$ cat config.mk
export PLATFORM = sky130hd
export DESIGN_NAME = sap_port
export DESIGN_NICKNAME = d
export VERILOG_FILES = /design/src/rtl/sap_pkg.sv /design/src/rtl/sap_clkgen.sv /design/src/rtl/sap_edges.sv /design/src/rtl/sap_ratio_mon.sv /design/src/rtl/sap_serdes.sv /design/src/rtl/sap_port.sv
export SDC_FILE = /design/constraint.sdc
export NUM_CORES = 1
export LEC_CHECK = 0
export BUFFER_PORTS_ARGS = -buffer_cell sky130_fd_sc_hd__buf_2
export CAP_MARGIN = 20
export CELL_PAD_IN_SITES_DETAIL_PLACEMENT = 1
export CELL_PAD_IN_SITES_GLOBAL_PLACEMENT = 2
export CORE_ASPECT_RATIO = 0.75
export CORE_UTILIZATION = 28
export CTS_BUF_LIST = sky130_fd_sc_hd__clkbuf_16
export CTS_CLUSTER_SIZE = 24
export DETAILED_ROUTE_END_ITERATION = 7
export PLACE_DENSITY_LB_ADDON = 0.1
export SLEW_MARGIN = 20
export SYNTH_ARGS = -nofsm -noshare
export SYNTH_HDL_FRONTEND = slang
export SYNTH_SLANG_ARGS = --single-unit
$ cat constraint.sdc
create_clock -name clk -period 5.2 [get_ports clk]
set_clock_uncertainty 0.05 [all_clocks]
set_input_delay 0.52 -clock clk [delete_from_list [all_inputs] [get_ports clk]]
set_output_delay 0.52 -clock clk [all_outputs]
set_load 0.005 [all_outputs]
$ cat src/rtl/sap_pkg.sv
package sap_pkg;
  localparam int SAMPLE_W = 24;

  typedef enum logic [1:0] {
    FMT_LJ24 = 2'b00,
    FMT_I2S  = 2'b01,
    FMT_RJ16 = 2'b10,
    FMT_RJ24 = 2'b11
  } sap_fmt_e;

  // LRCK level that marks the left half of the frame
  function automatic logic left_level(input sap_fmt_e f);
    return (f != FMT_I2S);
  endfunction

  // Map a bit slot to a word bit: {valid, position}
  function automatic logic [5:0] slot_pos(input sap_fmt_e f, input logic [6:0] b,
                                          input logic [6:0] half);
    int bi;
    int hi;
    int s;
    int p;
    logic ok;
    bi = int'(b);
    hi = int'(half);
    ok = 1'b0;
    p  = 0;
    s  = 0;
    case (f)
      FMT_LJ24: if (bi < 24) begin ok = 1'b1; p = 23 - bi; end
      FMT_I2S:  if (bi >= 1 && bi <= 24) begin ok = 1'b1; p = 24 - bi; end
      FMT_RJ16: begin
        s = hi - 16;
        if (s >= 0 && bi >= s && bi < hi) begin ok = 1'b1; p = 23 - (bi - s); end
      end
      default: begin
        s = hi - 24;
        if (s >= 0 && bi >= s && bi < hi) begin ok = 1'b1; p = 23 - (bi - s); end
      end
    endcase
    return {ok, p[4:0]};
  endfunction

  // Supported MCLK cycles per LRCK period
  function automatic logic ratio_ok(input int unsigned n, input logic dbl);
    int unsigned base;
    base = dbl ? 32'd128 : 32'd256;
    return (n == base) || (n == base + base / 2) || (n == 2 * base) || (n == 3 * base);
  endfunction
endpackage

$ cat src/rtl/sap_clkgen.sv
module sap_clkgen #(
  parameter int DIV_W = 8
) (
  input  logic clk,
  input  logic rst_n,
  input  logic dbl,
  output logic sclk_int,
  output logic lrck_int
);
  logic [DIV_W-1:0] cnt;

  always_ff @(posedge clk or negedge rst_n) begin
    if (!rst_n) cnt <= '0;
    else        cnt <= cnt + DIV_W'(1);
  end

  // single: SCLK=/4, LRCK=/2^DIV_W ; double: SCLK=/2, LRCK=/2^(DIV_W-1)
  assign sclk_int = dbl ? cnt[0] : cnt[1];
  assign lrck_int = dbl ? cnt[DIV_W-2] : cnt[DIV_W-1];

  // word clock moves only with a falling bit clock
  a_r1_lrck_on_sclk_fall: assert property (@(posedge clk) disable iff (!rst_n)
    !$stable(lrck_int) |-> $fell(sclk_int));
endmodule

$ cat src/rtl/sap_edges.sv
module sap_edges #(
  parameter int SYNC_N = 2
) (
  input  logic clk,
  input  logic rst_n,
  input  logic master,
  input  logic sclk_int,
  input  logic lrck_int,
  input  logic sclk_i,
  input  logic lrck_i,
  output logic sclk_o,
  output logic lrck_o,
  output logic lrck_now,
  output logic fall_evt,
  output logic rise_evt,
  output logic lrck_chg,
  output logic lrck_rise
);
  logic [SYNC_N-1:0] s_sh;
  logic [SYNC_N-1:0] l_sh;
  logic sclk_c;
  logic sclk_p;
  logic lrck_p;

  always_ff @(posedge clk or negedge rst_n) begin
    if (!rst_n) begin
      s_sh <= '0;
      l_sh <= '0;
    end else begin
      s_sh <= {s_sh[SYNC_N-2:0], sclk_i};
      l_sh <= {l_sh[SYNC_N-2:0], lrck_i};
    end
  end

  assign sclk_c   = master ? sclk_int : s_sh[SYNC_N-1];
  assign lrck_now = master ? lrck_int : l_sh[SYNC_N-1];

  always_ff @(posedge clk or negedge rst_n) begin
    if (!rst_n) begin
      sclk_p <= 1'b0;
      lrck_p <= 1'b0;
      sclk_o <= 1'b0;
      lrck_o <= 1'b0;
    end else begin
      sclk_p <= sclk_c;
      lrck_p <= lrck_now;
      // pins lag one cycle so they line up with the data register
      sclk_o <= master & sclk_int;
      lrck_o <= master & lrck_int;
    end
  end

  assign fall_evt  = sclk_p & ~sclk_c;
  assign rise_evt  = ~sclk_p & sclk_c;
  assign lrck_chg  = lrck_p ^ lrck_now;
  assign lrck_rise = ~lrck_p & lrck_now;
endmodule

$ cat src/rtl/sap_ratio_mon.sv
module sap_ratio_mon #(
  parameter int CNT_W = 10
) (
  input  logic clk,
  input  logic rst_n,
  input  logic dbl,
  input  logic lrck_rise,
  output logic clk_err
);
  import sap_pkg::*;
  localparam logic [CNT_W-1:0] CNT_MAX = '1;

  logic [CNT_W-1:0] cnt;
  logic seen;
  logic sat;

  assign sat = (cnt == CNT_MAX);

  always_ff @(posedge clk or negedge rst_n) begin
    if (!rst_n) begin
      cnt     <= '0;
      seen    <= 1'b0;
      clk_err <= 1'b0;
    end else if (lrck_rise) begin
      cnt  <= CNT_W'(1);
      seen <= 1'b1;
      if (seen) clk_err <= !ratio_ok(int'(cnt), dbl);
    end else if (!sat) begin
      cnt <= cnt + CNT_W'(1);
    end else begin
      clk_err <= 1'b1;
    end
  end

  // the flag only rises on a measured edge or a timeout
  a_r10_err_cause: assert property (@(posedge clk) disable iff (!rst_n)
    $rose(clk_err) |-> $past(lrck_rise || sat));
endmodule

$ cat src/rtl/sap_serdes.sv
module sap_serdes (
  input  logic                          clk,
  input  logic                          rst_n,
  input  sap_pkg::sap_fmt_e             fmt,
  input  logic                          fall_evt,
  input  logic                          rise_evt,
  input  logic                          lrck_chg,
  input  logic                          lrck_now,
  input  logic [sap_pkg::SAMPLE_W-1:0]  tx_left,
  input  logic [sap_pkg::SAMPLE_W-1:0]  tx_right,
  input  logic                          sdin,
  output logic                          sdout,
  output logic                          tx_take,
  output logic [sap_pkg::SAMPLE_W-1:0]  rx_left,
  output logic [sap_pkg::SAMPLE_W-1:0]  rx_right,
  output logic                          rx_valid
);
  import sap_pkg::*;

  logic [6:0] bidx;
  logic [6:0] half_len;
  logic [6:0] b_inc;
  logic [6:0] b_next;
  logic [6:0] half_eff;
  logic [1:0] chg_seen;
  logic       took;
  logic       is_left;
  logic       left_start;
  logic [5:0] tx_pos;
  logic [5:0] rx_pos;
  logic [SAMPLE_W-1:0] sh_l, sh_r, acc_l, acc_r, word;

  assign is_left    = (lrck_now == left_level(fmt));
  assign b_inc      = (bidx == 7'd127) ? bidx : bidx + 7'd1;
  assign b_next     = lrck_chg ? 7'd0 : b_inc;
  assign half_eff   = lrck_chg ? b_inc : half_len;
  assign left_start = fall_evt & lrck_chg & is_left & (chg_seen == 2'd2);
  assign tx_take    = left_start;
  assign word       = left_start ? tx_left : (is_left ? sh_l : sh_r);
  assign tx_pos     = slot_pos(fmt, b_next, half_eff);
  assign rx_pos     = slot_pos(fmt, bidx, half_len);

  always_ff @(posedge clk or negedge rst_n) begin
    if (!rst_n) begin
      bidx     <= '0;
      half_len <= 7'd32;
      chg_seen <= '0;
      took     <= 1'b0;
      sdout    <= 1'b0;
      sh_l     <= '0;
      sh_r     <= '0;
      acc_l    <= '0;
      acc_r    <= '0;
      rx_left  <= '0;
      rx_right <= '0;
      rx_valid <= 1'b0;
    end else begin
      rx_valid <= left_start & took;
      if (fall_evt) begin
        bidx  <= b_next;
        sdout <= tx_pos[5] ? word[tx_pos[4:0]] : 1'b0;
        if (lrck_chg) begin
          half_len <= half_eff;
          if (chg_seen != 2'd2) chg_seen <= chg_seen + 2'd1;
        end
      end
      if (left_start) begin
        sh_l     <= tx_left;
        sh_r     <= tx_right;
        took     <= 1'b1;
        rx_left  <= acc_l;
        rx_right <= acc_r;
        acc_l    <= '0;
        acc_r    <= '0;
      end else if (rise_evt && rx_pos[5]) begin
        if (is_left) acc_l[rx_pos[4:0]] <= sdin;
        else         acc_r[rx_pos[4:0]] <= sdin;
      end
    end
  end

  // a received pair is only delivered right after a transmit latch
  a_r8_rx_after_take: assert property (@(posedge clk) disable iff (!rst_n)
    rx_valid |-> $past(tx_take));
  // 16-bit right-aligned receive leaves the low byte clear
  a_r6_rj16_low_clear: assert property (@(posedge clk) disable iff (!rst_n)
    (rx_valid && fmt == FMT_RJ16) |-> (rx_left[7:0] == 8'h00 && rx_right[7:0] == 8'h00));
endmodule

$ cat src/rtl/sap_port.sv
module sap_port #(
  parameter int DIV_W  = 8,
  parameter int CNT_W  = 10,
  parameter int SYNC_N = 2
) (
  input  logic        clk,
  input  logic        rst_n,
  input  logic        master,
  input  logic        dbl_speed,
  input  logic [1:0]  fmt,
  input  logic        tri_data,
  input  logic        tri_clk,
  input  logic        sclk_i,
  input  logic        lrck_i,
  output logic        sclk_o,
  output logic        lrck_o,
  output logic        sclk_oe,
  output logic        lrck_oe,
  input  logic        sdin,
  output logic        sdout,
  output logic        sdout_oe,
  input  logic [23:0] tx_left,
  input  logic [23:0] tx_right,
  output logic        tx_take,
  output logic [23:0] rx_left,
  output logic [23:0] rx_right,
  output logic        rx_valid,
  output logic        clk_err
);
  import sap_pkg::*;

  logic sclk_int, lrck_int, lrck_now;
  logic fall_evt, rise_evt, lrck_chg, lrck_rise;
  sap_fmt_e fmt_e;

  assign fmt_e = sap_fmt_e'(fmt);

  sap_clkgen #(.DIV_W(DIV_W)) u_clkgen (
    .clk(clk), .rst_n(rst_n), .dbl(dbl_speed),
    .sclk_int(sclk_int), .lrck_int(lrck_int)
  );

  sap_edges #(.SYNC_N(SYNC_N)) u_edges (
    .clk(clk), .rst_n(rst_n), .master(master),
    .sclk_int(sclk_int), .lrck_int(lrck_int),
    .sclk_i(sclk_i), .lrck_i(lrck_i),
    .sclk_o(sclk_o), .lrck_o(lrck_o), .lrck_now(lrck_now),
    .fall_evt(fall_evt), .rise_evt(rise_evt),
    .lrck_chg(lrck_chg), .lrck_rise(lrck_rise)
  );

  sap_ratio_mon #(.CNT_W(CNT_W)) u_ratio (
    .clk(clk), .rst_n(rst_n), .dbl(dbl_speed),
    .lrck_rise(lrck_rise), .clk_err(clk_err)
  );

  sap_serdes u_serdes (
    .clk(clk), .rst_n(rst_n), .fmt(fmt_e),
    .fall_evt(fall_evt), .rise_evt(rise_evt),
    .lrck_chg(lrck_chg), .lrck_now(lrck_now),
    .tx_left(tx_left), .tx_right(tx_right), .sdin(sdin),
    .sdout(sdout), .tx_take(tx_take),
    .rx_left(rx_left), .rx_right(rx_right), .rx_valid(rx_valid)
  );

  assign sclk_oe  = master & ~tri_clk;
  assign lrck_oe  = master & ~tri_clk;
  assign sdout_oe = ~tri_data & ~clk_err;

  // as master, the data line moves only when the bit clock pin falls
  a_r7_sdout_on_sclk_fall: assert property (@(posedge clk) disable iff (!rst_n)
    (master && !$stable(sdout)) |-> $fell(sclk_o));
endmodule

### Word level (Yosys, flattened, before mapping)

Index checks and enable logic that the tools add are counted.

| cells by class | value |
|---|---|
| $add $sub $neg | 21 |
| multiply operators | 1 |
| $lt $le $gt $ge | 19 |
| eq/ne operators | 15 |
| muxes and demuxes | 48 |
| bitwise logic cells | 18 |
| reductions and logical operators | 25 |

Operators with widths:

| operator | number |
|---|---|
| $mux W24 | 8 |
| $eq A10 B32 Y1 | 4 |
| $bwmux W24 | 2 |
| $mux W5 | 8 |
| $sub A5 B5 Y5 const A | 8 |
| $add A32 B31 Y32 | 1 |
| $ge A8 B1 Y1 const B | 4 |
| $ge A8 B8 Y1 | 4 |
| $mul A2 B32 Y32 const A | 1 |
| $sub A7 B5 Y8 const B | 4 |
| $pmux W5 S3 | 2 |
| $mux W7 | 3 |
| $mux W10 | 2 |
| $sub A5 B5 Y5 | 4 |
| $mux W1 | 18 |
| $ge A7 B1 Y1 const B | 2 |
| $le A7 B5 Y1 const B | 2 |
| $lt A7 B5 Y1 const B | 2 |
| $lt A7 B7 Y1 | 2 |
| $logic_and A1 B1 Y1 | 12 |
| $lt A5 B6 Y1 const B | 2 |
| $and A1 B1 Y1 | 11 |
| $add A10 B1 Y10 const B | 1 |
| $eq A10 B10 Y1 const B | 1 |
| 22 further kinds | 39 |

| storage, ports and cells | value |
|---|---|
| register bits | 191 |
| bits of input ports | 59 |
| logic and storage cells | 169 |

### Longest topological paths before layout

| depth | value |
|---|---|
| depth after elaboration | 14 |
| depth in mapped cells | 26 |

### By module

A second synthesis with hierarchy kept.

| unflattened totals | value |
|---|---|
| cells, all modules | 1256 |
| area, all modules | 11128.2 µm² |

Modules (own cells, without submodules):

| module | times used | cells each | area an instance (µm²) |
|---|---|---|---|
| sap_serdes | 1 | 1144 | 9814.4 |
| sap_ratio_mon | 1 | 66 | 688.2 |
| sap_clkgen | 1 | 25 | 330.3 |
| sap_edges | 1 | 18 | 270.3 |
| sap_port | 1 | 3 | 25.0 |

### Worst setup path after synthesis

OpenSTA, ideal clock, no wires.

| path | value |
|---|---|
| path type | in2reg |
| from | input dbl_speed |
| to | register u_serdes.sdout |
| arrival time | 4.831 ns |
| data required time | 5.015 ns |
| path slack | 0.184 ns |
| stages on the path | 22 |
| path buffers | 3 |
| cells stage by stage | mux2i_1 -> nor2_1 -> a21oi_1 -> inv_1 -> ha_1 -> buf_2 -> inv_1 -> clkbuf_1 -> a21boi_0 -> ha_1 -> a21oi_1 -> a211oi_1 -> or3_1 -> o221ai_1 -> o311ai_1 -> o31ai_4 -> buf_6 -> mux2_2 -> o21ai_0 -> o22ai_1 -> o211ai_1 -> nand4_1 |

| on the way | value |
|---|---|
| word-level cells in the longest chain between the ends | 13 |

RTL lines:

| item | RTL line | text |
|---|---|---|
| start: declaration | sap_port.sv:9 | `input logic dbl_speed,` |
| $mux W1 * | sap_clkgen.sv:19 | `assign lrck_int = dbl ? cnt[DIV_W-2] : cnt[DIV_W-1];` |
| $mux W1 * | sap_edges.sv:36 | `assign lrck_now = master ? lrck_int : l_sh[SYNC_N-1];` |
| via lrck_now | sap_port.sv:32 | `logic sclk_int, lrck_int, lrck_now;` |
| parallel branches: the longest is 10 deep, another holds $sub A7 B5 Y8 | n/a |  |
| $mux W1 * | sap_serdes.sv:61 | `sdout <= tx_pos[5] ? word[tx_pos[4:0]] : 1'b0;` |
| end signal: assignment | sap_serdes.sv:61 |  |
| end: declaration | sap_serdes.sv:12 | `output logic sdout,` |

Mark *: on every way through the listed nets, which the timed path passes. The select of a mux whose other input is x is not followed.
A chain may end at the register's enable or synchronous reset.

### Worst setup path in the final report

| path | value |
|---|---|
| from | register u_clkgen.cnt[6] |
| to | register u_serdes.sdout |

| on the way | value |
|---|---|
| word-level cells in the longest chain between the ends | 13 |

RTL lines:

| item | RTL line | text |
|---|---|---|
| start: declaration | sap_clkgen.sv:10 | `logic [DIV_W-1:0] cnt;` |
| start signal: assignment | sap_clkgen.sv:14 | `else cnt <= cnt + DIV_W'(1);` |
| $mux W1 * | sap_clkgen.sv:19 |  |
| $mux W1 * | sap_edges.sv:36 |  |
| via lrck_now | sap_port.sv:32 |  |
| parallel branches: the longest is 10 deep, another holds $sub A7 B5 Y8 | n/a |  |
| $mux W1 * | sap_serdes.sv:61 |  |

Marks and branches as above.

==> run summary <==
Die Y -> 173 um
Core ar. -> 38,400 um^2
CTS root buffer -> clkbuf_16
Max Cap Viol -> 0
Critical R2R Launch -> u_clkgen.cnt[6]$_DFF_PN0_
first-pass GRT wire length -> 56.6 mm
Post-Syn Instances -> 1,269
Worst Tran Pin Value -> 0.937 ns
syn nets -> 1,395
Placed Cells -> 1,876
vias in the first global route -> 9,849
Seq cells post-synth -> 191
Slew Viols, Final -> 0
number of flops mapped to enable cells by yosys -> 0
largest net degree at the start of global routing -> 148
via count -> 9,439
hold_ws -> 0.0443 ns
clk_lat worst skew -> 0.45 ns
Routed WL -> 34.7 mm
dpl hpwl -> 25.0 mm
worst path required time -> 5.47 ns
ys async rst share -> 1.00
yosys warns -> 0
# hold bufs at CTS -> 0
post-synthesis sequential area ratio -> 0.436
H-tree levels -> 4
CTS tree -> built
Tot GR Track Use -> 0.180
RSZ-0062 raised after global routing -> no
pwr dens -> 393 nW/um^2
Mapped Area -> 11,000 um^2
vias per cell -> 4.94
worst-path maximum fanout -> 17
register area -> 4780 um^2
Critical R2R Capture -> u_serdes.sdout$_DFFE_PN0P_
area post-placement -> 12,300 um^2
total power -> 5.06 mW
1st-pass router iterations -> 5
post-route cell area -> 12,900 um^2
CP Class -> flip-flop to flip-flop
most common cell in the synthesized netlist -> nand2_1
Row Count -> 62
Num CTS Buffers -> 17
DR WL/cell -> 18.2 um
die footprint -> 39,900 um^2
Worst Setup End Kind -> flip-flop
Achievable Freq -> 209 MHz
Iter 0 DRT Violations -> 508
clk sink count -> 191
Layout Cells excl Fill -> 1,909
Place WS -> -0.00298 ns
Clock Pin Slew Worst Setup and Hold Paths -> 0.07 ns
layout cells sized above 1 -> 0.161
Mean Syn Cell Area -> 8.63 um^2
Die Width -> 230 um
Area growth syn-to-layout -> 17.4%
r2r worst-path depth -> 21
initial antenna violation count -> 2
top cells by count, synth -> nand2_1, dfrtp_1, a21oi_1
min setup slack post-route -> 0.421 ns
antenna-violating nets left -> 0
DRC -> 0
Buffers on Ports -> 115
post-synth top area share -> 0.434
Starting Density -> 0.285
most common flop cell mapped by yosys -> dfrtp_1
HP Class -> input port to asynchronous set/reset pin
Final GP Congestion -> 0.797
CP arrival -> 5.05 ns
Tcrit/Tclk final -> 0.919
Multi-input gate area -> 5730 um^2
Longest Clk Path Bufs -> 2
# setup viols final -> 0
Fin. Hold Viols -> 0
leakage power -> 6.54 nW
GRT overflow -> 0
crit start category -> flip-flop
Max VDD drop -> 0.237 mV
Nets -> 1,509
count of cell types in the netlist -> 76
Tmin final -> 4.78 ns
Slew headroom -> 0.375
R2R setup slack -> 0.42 ns
ranking of synthesized cells by area -> dfrtp_1, nand2_1, ha_1, a21oi_1, mux2i_1
outcome -> finished, final reports clean
Yosys top cell by area -> dfrtp_1
I/O pin count -> 116
Layout fillers -> 4,560
-- cell families (layout without fill, tap and decap cells) --
group                    Yosys count  in the layout  synth area share
XOR/XNOR                          29             29            0.0232
AO/OA/AOI/OAI                    252            252             0.158
multiplexers                      35             35            0.0334
AND/OR/NAND/NOR                  571            571             0.224
adder cells (fa/ha/maj)           67             67            0.0793
other                              0              1                 0
buffers and inverters            124            251            0.0457
flip-flops                       191            191             0.436
-- metrics by stage --
step,utilization,TNS (ns)
CTS,0.334,0
floorplan,-,0
finish,0.335,0
global placement,0.320,0
detailed placement,0.320,-0.00298
global route,0.335,0
-- where the power goes --
part	switching [mW]	internal (mW)	leakage (nW)
registers	0.214	1.81	2.37
logic	1.04	0.730	3.91
clock network	0.641	0.618	0.260
-- critical path, stage by stage (launching register included) --
cell	delay, ns
dfrtp_1	0.42
mux2i_1	0.14
nor2_1	0.08
a21oi_2	0.16
inv_1	0.07
ha_1	0.39
buf_4	0.24
nand2_1	0.08
a21boi_1	0.15
ha_1	0.39
a21oi_1	0.18
a211oi_1	0.12
or3_1	0.38
o221ai_1	0.25
o311ai_2	0.22
o31ai_4	0.30
buf_12	0.21
mux2_2	0.34
o21ai_0	0.15
o22ai_1	0.10
o211ai_1	0.16
nand4_1	0.09
-- routing by layer --
metal  share of wire  up-vias  GRT usage
li1                -     4589          -
met1            0.53     4685      0.268
met2            0.43      142      0.270
met3           0.034       21     0.0309
met4          0.0099        2     0.0414
met5         0.00023        -          0
-- registers in the layout, summed over array words and instances (netlist names), 8 cells and up --
register / cells
u_ratio.cnt: 10
u_serdes.acc_r: 24
u_serdes.acc_l: 24
u_serdes.rx_left: 24
u_serdes.sh_r: 24
u_serdes.rx_right: 24
u_clkgen.cnt: 8
u_serdes.sh_l: 24
-- layout by cell type, fill, tap and decap left out, types with 22 or more instances in the layout --
master	n
nand2_1	371
dfrtp_1	190
buf_2	114
ha_1	63
nor2_1	62
a21oi_1	62
inv_1	58
o21ai_0	54
buf_4	41
nand3_1	33
mux2i_1	29
and3_1	26
a221o_1	22
-- cell type report --
type,count,area share
tap,512,0.0498
sequential,191,0.372
clock inverter,15,0.00846
multi-input combinational,954,0.445
inverter,60,0.0176
timing repair buffer,159,0.0740
clock buffer,17,0.0331
antenna,1,0.000195
-- worst max path at each step --
stage,start,endpoint,slack (ns)
CTS,u_clkgen.cnt[6]$_DFF_PN0_,u_serdes.sdout$_DFFE_PN0P_,0.25
detailed placement,dbl_speed,u_serdes.sdout$_DFFE_PN0P_,-0.003
floorplan,dbl_speed,u_serdes.sdout$_DFFE_PN0P_,0.18
finish,u_clkgen.cnt[6]$_DFF_PN0_,u_serdes.sdout$_DFFE_PN0P_,0.42
global route,u_clkgen.cnt[6]$_DFF_PN0_,u_serdes.sdout$_DFFE_PN0P_,0.06
global placement,dbl_speed,u_serdes.sdout$_DFFE_PN0P_,0.1
-- repair_timing --
item	CTS	global route
setup buffers	0	0
resized for setup	0	6
setup endpoints to repair	0	1
(Power assumes the default switching activity.)
